[config.mk]
export PLATFORM = sky130hd
export DESIGN_NAME = token_purger
export DESIGN_NICKNAME = d
export VERILOG_FILES = /design/src/rtl/token_purger.sv
export SDC_FILE = /design/constraint.sdc
export NUM_CORES = 1
export LEC_CHECK = 0
export CORE_MARGIN = 2
export CORE_UTILIZATION = 40
export CTS_CLUSTER_SIZE = 30
export DETAILED_ROUTE_END_ITERATION = 6
export DONT_BUFFER_PORTS = 1
export PLACE_DENSITY = 0.52
export SYNTH_ARGS = -nofsm -noshare
export SYNTH_HDL_FRONTEND = slang
export SYNTH_SLANG_ARGS = --single-unit
[constraint.sdc]
create_clock -name clk -period 2.48 [get_ports clk]
set_input_delay 0.124 -clock clk [delete_from_list [all_inputs] [get_ports clk]]
set_output_delay 0.124 -clock clk [all_outputs]
set_load 0.03 [all_outputs]
[src/rtl/token_purger.sv]
module token_purger #(
  parameter int ADDR_W = 16,
  parameter int CNT_W  = 8
) (
  input  logic              clk,
  input  logic              rst_n,
  input  logic              purge_en,
  input  logic [ADDR_W-1:0] station_addr,
  input  logic              token_grab,
  input  logic              tx_pending,
  input  logic              tx_ack,
  output logic              tx_req,
  output logic [1:0]        tx_kind,
  input  logic              rx_eof,
  input  logic [1:0]        rx_type,
  input  logic [ADDR_W-1:0] rx_src,
  input  logic              rx_crc_ok,
  output logic              strip,
  output logic              strip_pulse,
  output logic [CNT_W-1:0]  purge_count
);

  localparam logic [1:0] K_DATA  = 2'b00;
  localparam logic [1:0] K_VOID  = 2'b01;
  localparam logic [1:0] K_TOKEN = 2'b10;
  localparam logic [1:0] K_INIT  = 2'b11;

  typedef enum logic [2:0] {S_IDLE, S_OWN, S_VOID1, S_VOID2, S_TOKEN} st_t;

  st_t              state, state_n;
  logic             active, active_n;
  logic             start, own_void, end_evt;
  logic             pulse_q;
  logic [CNT_W-1:0] cnt_q;

  always_comb begin
    state_n = state;
    case (state)
      S_IDLE:  if (token_grab)
                 state_n = tx_pending ? S_OWN : (purge_en ? S_VOID1 : S_TOKEN);
      S_OWN:   if (!tx_pending)
                 state_n = purge_en ? S_VOID1 : S_TOKEN;
      S_VOID1: if (!purge_en)  state_n = S_TOKEN;
               else if (tx_ack) state_n = S_VOID2;
      S_VOID2: if (!purge_en || tx_ack) state_n = S_TOKEN;
      S_TOKEN: if (tx_ack) state_n = S_IDLE;
      default: state_n = S_IDLE;
    endcase
  end

  assign start    = (state_n == S_VOID1) && (state != S_VOID1);
  assign own_void = (rx_type == K_VOID) && (rx_src == station_addr) && rx_crc_ok;
  assign end_evt  = rx_eof && (own_void || rx_type == K_TOKEN || rx_type == K_INIT);

  always_comb begin
    if (!purge_en)    active_n = 1'b0;
    else if (start)   active_n = 1'b1;
    else if (end_evt) active_n = 1'b0;
    else              active_n = active;
  end

  always_ff @(posedge clk) begin
    if (!rst_n) begin
      state   <= S_IDLE;
      active  <= 1'b0;
      pulse_q <= 1'b0;
      cnt_q   <= '0;
    end else begin
      state   <= state_n;
      active  <= active_n;
      pulse_q <= active && rx_eof;
      if (active && purge_en && end_evt && !start)
        cnt_q <= cnt_q + 1'b1;
    end
  end

  always_comb begin
    tx_req  = 1'b0;
    tx_kind = K_DATA;
    case (state)
      S_OWN:   begin tx_req = tx_pending; tx_kind = K_DATA;  end
      S_VOID1,
      S_VOID2: begin tx_req = 1'b1;       tx_kind = K_VOID;  end
      S_TOKEN: begin tx_req = 1'b1;       tx_kind = K_TOKEN; end
      default: begin tx_req = 1'b0;       tx_kind = K_DATA;  end
    endcase
  end

  assign strip       = active;
  assign strip_pulse = pulse_q;
  assign purge_count = cnt_q;


  pulse_src_chk: assert property (@(posedge clk) disable iff (!rst_n)
    strip_pulse |-> $past(strip));


  en_low_chk: assert property (@(posedge clk) disable iff (!rst_n)
    !purge_en |=> !strip);


  count_step_chk: assert property (@(posedge clk) disable iff (!rst_n)
    (purge_count != $past(purge_count)) |-> $fell(strip));


  void_then_token_chk: assert property (@(posedge clk) disable iff (!rst_n)
    ($past(tx_req) && $past(tx_kind) == K_VOID && tx_req && tx_kind != K_VOID)
      |-> tx_kind == K_TOKEN);


  void_strips_chk: assert property (@(posedge clk) disable iff (!rst_n)
    (tx_req && tx_kind == K_VOID && !$past(tx_req && tx_kind == K_VOID) && purge_en)
      |-> strip);

endmodule

Yosys cells after proc, flatten, opt, wreduce, memory -nomap -nowiden --
Index checks and enable logic that the tools add are counted.
Storage, ports and cells: output and inout port bits 13, word-level logic and storage cells 46, flip-flop bits (word level) 13, bits of input ports 42
Cells by class: equal/unequal tests 10, mux-type cells 13, reductions and logical operators 18, add/subtract/negate cells 1
Operators by type and width (number):
- $mux W3 | 8
- $eq A16 B16 Y1 | 1
- $pmux W3 S5 | 1
- $eq A3 B2 Y1 const B | 3
- $add A8 B1 Y8 const B | 1
- $logic_and A1 B1 Y1 | 8
- $eq A2 B2 Y1 const B | 2
- $pmux W2 S2 | 1
- $eq A3 B1 Y1 const B | 1
- $eq A3 B3 Y1 const B | 1
- $logic_not A3 Y1 | 1
- $logic_or A1 B1 Y1 | 3
- $ne A3 B2 Y1 const B | 1
- $reduce_or A3 Y1 | 1
- $eq A2 B1 Y1 const B | 1
- $logic_not A1 Y1 | 2
- $mux W1 | 2
- $pmux W1 S2 | 1
- $reduce_and A2 Y1 | 1
- $reduce_bool A2 Y1 | 1
- $reduce_or A2 Y1 | 1

Longest topological paths before layout --
depth after elaboration 8, depth in mapped cells 6

Worst setup path after synthesis --
No wires, ideal clock.
kind register to register, start register state[2], end register cnt_q[6] (netlist: purge_count[6]), slack 0.755 ns, data arrival time 1.610 ns, clock period less this slack 1.725 ns, stages on the path, launching flop included 7, buffers on the path 1, setup time 0.115 ns, path through dfxtp_1 > clkbuf_1 > o41a_1 > and2_1 > a31oi_1 > nor4_1 > o21a_1
On the way: word-level cells in the longest chain between the ends 7, elaborated cells between the ends (all ways) 17, classes of those cells eq/ne: 6; mux: 7; reduce/logical: 4
Ends and longest elaborated chain:
- from (decl) | RTL line 30 | st_t state, state_n;
- from (signal assigned) | RTL line 69 | state <= state_n;
- $mux W3 | RTL line 44 | else if (tx_ack) state_n = S_VOID2;
- $mux W3 | RTL line 43 | S_VOID1: if (!purge_en) state_n = S_TOKEN;
- $pmux W3 S5 | RTL line 38 | case (state)
- $eq A3 B2 Y1 | RTL line 51 | assign start = (state_n == S_VOID1) && (state != S_VOID1);
- $logic_and A1 B1 Y1 (*) | RTL line 51
- $logic_not A1 Y1 (*) | RTL line 72 | if (active && purge_en && end_evt && !start)
- $logic_and A1 B1 Y1 (*) | RTL line 72
- to (signal assigned) | RTL line 73 | cnt_q <= cnt_q + 1'b1;
- to (decl) | RTL line 34 | logic [CNT_W-1:0] cnt_q;
Mark *: on every way between the ends. The rest lies on a longest branch, timed or not. A chain may end at the register's enable or synchronous reset.

Final worst setup path --
start register active (netlist: strip), end register cnt_q[7] (netlist: purge_count[7])
On the way: word-level cells in the longest chain between the ends 3
Ends and longest elaborated chain:
- from (decl) | RTL line 31 | logic active, active_n;
- from (signal assigned) | RTL line 70 | active <= active_n;
- $logic_and A1 B1 Y1 (3 in a row) | RTL line 72
No other way between the ends.

==> metrics.txt <==
depth of the CTS H-tree 1; worst hold start rx_eof; Net Count, Synth 148; clock skew 0.001662 ns; RSZ-0062 raised after global routing no; Max VDD drop about 0.17 mV; status complete, no violations; Layout Cells excl Fill 137; Post-synth EDFFs 0; M1 WL 779 um; Worst Path Arrival 2.13 ns; wire per inst ~15 um; Syn-to-layout area delta 8.971%; final hold vios 0; setup_tns 0 ns; root buffer cell clkbuf_4; starting density of the core 42.93%; Synth async-reset ratio 0%; Post-Syn Instances 105; worst r2r src strip; drt drc 0; Max-Cap Viols 0; Vert. Die Dim 50.12 um; clock latency on the worst-skew pair 0.28 ns; total congestion overflow 0; actual slew at the worst max-slew pin 0.7567 ns; register area share after synthesis 30.59%; Mean Syn Cell Area 8.103 um2; synthesis-stage register bit count 13; Rel. slew slack 49.45%; first-pass GRT wire length 3194 um; number of global-route vias before repair 723; most used flip-flop cell after synthesis dfxtp_1; Via density 6.036; CTS max path bufs 2; hold path endpoint strip_pulse; Die W 50.12 um; antenna-violating nets left 0; Tot GR Track Use 17.00%; Worst Path Max Fanout 6; PD cells 465.5 nW/um2; clock buffer count from CTS 3; met2 WL 977 um; Antenna Cells 0; WS Path Type register to register; net count reported at finish 154; Lkg Pwr 0.2976 nW; DR iter-0 viols 27; most frequent cells in the layout xnor2_1 (14), dfxtp_1 (13), a21oi_1 (10); worst hold path type input pin to register; CTS tree yes; uppermost routed layer met4; R2R Path End purge_count[7]; largest net degree at the start of global routing 10; dpl cells about 130; Tmin final 1.923 ns; cells on worst reg2reg path 5; Worst setup SP type register; RePlAce Congestion about 0.86; CORE AREA 1982 um2; Yosys warnings 0; vias a little over 800; worst reg-to-reg setup slack 0.56 ns; # IOs 55; Max Fclk 519.9 MHz; mapped cell area between 800 and 900 um2; Netlist cell types 33; Crit. End Element register; initial antenna violation count 0; Worst Hold Depth 1; Final HPWL DP 1532 um; Pins Over Slew Limit 0; Clk pin slew, worst setup/hold paths 0.08 ns; DIE AREA 2512 um2; Data required, critical path 2.69 ns; Cell Rows 16; met3 wire len around 250 um; final setup violating endpoints 0; share of layout cells above drive strength 1 under 10%; drt total wl between 2000 and 2500 um; fin crit share 77.56%; Pre-antenna DRT Iters 4; port bufs 0; Num Clock Sinks 13; commonest non-fill, non-tap cell in the layout xnor2_1
[power by group]
group	internal (mW)	leakage [nW]	switching (mW)	total (mW)
Combinational	0.0339	0.177	0.0384	0.0722
Clock	0.0625	0.0150	0.0745	0.137
Sequential	0.213	0.105	0.00941	0.222
Total	0.309	0.298	0.122	0.432
[synthesized netlist by cell type (2+ instances only)]
master   count  area share, %
o21ai_0      4            2.4
and2_1       2            1.5
xnor2_1     14             14
nor3_1       3            1.8
inv_1        5            2.2
a21oi_1     10            5.9
nand4_1      4            2.9
or3_1        2            1.5
o31ai_1      2            1.8
and3_1       2            1.5
dfxtp_1     13             31
nor2b_1      5            3.7
or4_1        3            2.6
nor2_1       5            2.2
nand3_1      5            2.9
nand2_1      9            4.0
[repair_timing]
| action | in CTS | in global routing |
|---|---|---|
| setup endpoints to repair | 0 | 0 |
| buffers inserted | 0 | 0 |
| resized for setup | 0 | 0 |
| endpoints found under the hold margin | 4 | 0 |
| hold buffers | 2 | 0 |
[layer usage]
metal | vias to the layer above | track usage (%)
met5 | - | 0
met4 | 0 | 8.333
met3 | 4 | 4.848
met2 | 58 | 30.26
met1 | 371 | 18.03
li1 | 394 | -
[area by class of cell]
type / instances / area (um2)
clock buffers: 4 / 26.28
well taps: 27 / 33.78
flip-flops and latches: 13 / 260.3
fillers: 201 / 1055
multi-input cells: 86 / 568.0
repair buffers: 2 / 20.02
inverters: 5 / 18.77
[through the flow]
step	setup slack [ns]	utilization, %	hold WS (ns)	power, mW	instance area (um2)
2_1_floorplan	0.7553	-	0.2418	0.2869	850.8
3_3_place_gp	0.6856	44.44	0.2456	0.2940	880.8
3_5_place_dp	0.5708	44.44	0.2626	0.2947	880.8
4_1_cts	0.5633	46.78	0.01814	0.4306	927.1
5_1_grt	0.4843	46.78	0.01452	0.4514	927.1
6_report	0.5566	46.78	0.005256	0.4316	927.1
[cells by family (layout without fill, tap and decap cells)]
family / count (synthesis) / after routing / share of synthesized area (%)
and+or+nand+nor: 43 / 43 / 28.67
AOI/OAI and AO/OA: 27 / 27 / 21.18
xor gates and xnor gates: 15 / 15 / 15.44
DFF: 13 / 13 / 30.59
buffers and inverters: 6 / 11 / 2.647
adders and majority gates: 1 / 1 / 1.470
[critical path: stages, from the launching register on]
cell and delay, ns:
dfxtp_1 0.55, and3_1 0.22, o41a_1 0.20, nand4_1 0.23
or4_1 0.47, a21oi_1 0.18
[flip-flops by register name, summed over array words and instances (netlist names)]
register / count
state: 3
strip_pulse: 1
purge_count: 8
strip: 1
[worst max-delay path by stage]
stage | start | to | slack (ns) | depth (start not counted)
after global routing | strip | purge_count[7] | 0.48 | 5
after floorplan | state[2] | purge_count[6] | 0.76 | 6
after global placement | strip | purge_count[7] | 0.69 | 5
after CTS | strip | purge_count[7] | 0.56 | 5
after detailed placement | strip | purge_count[7] | 0.57 | 5
final | strip | purge_count[7] | 0.56 | 5
No activity file was read; power rests on OpenSTA's default activity.
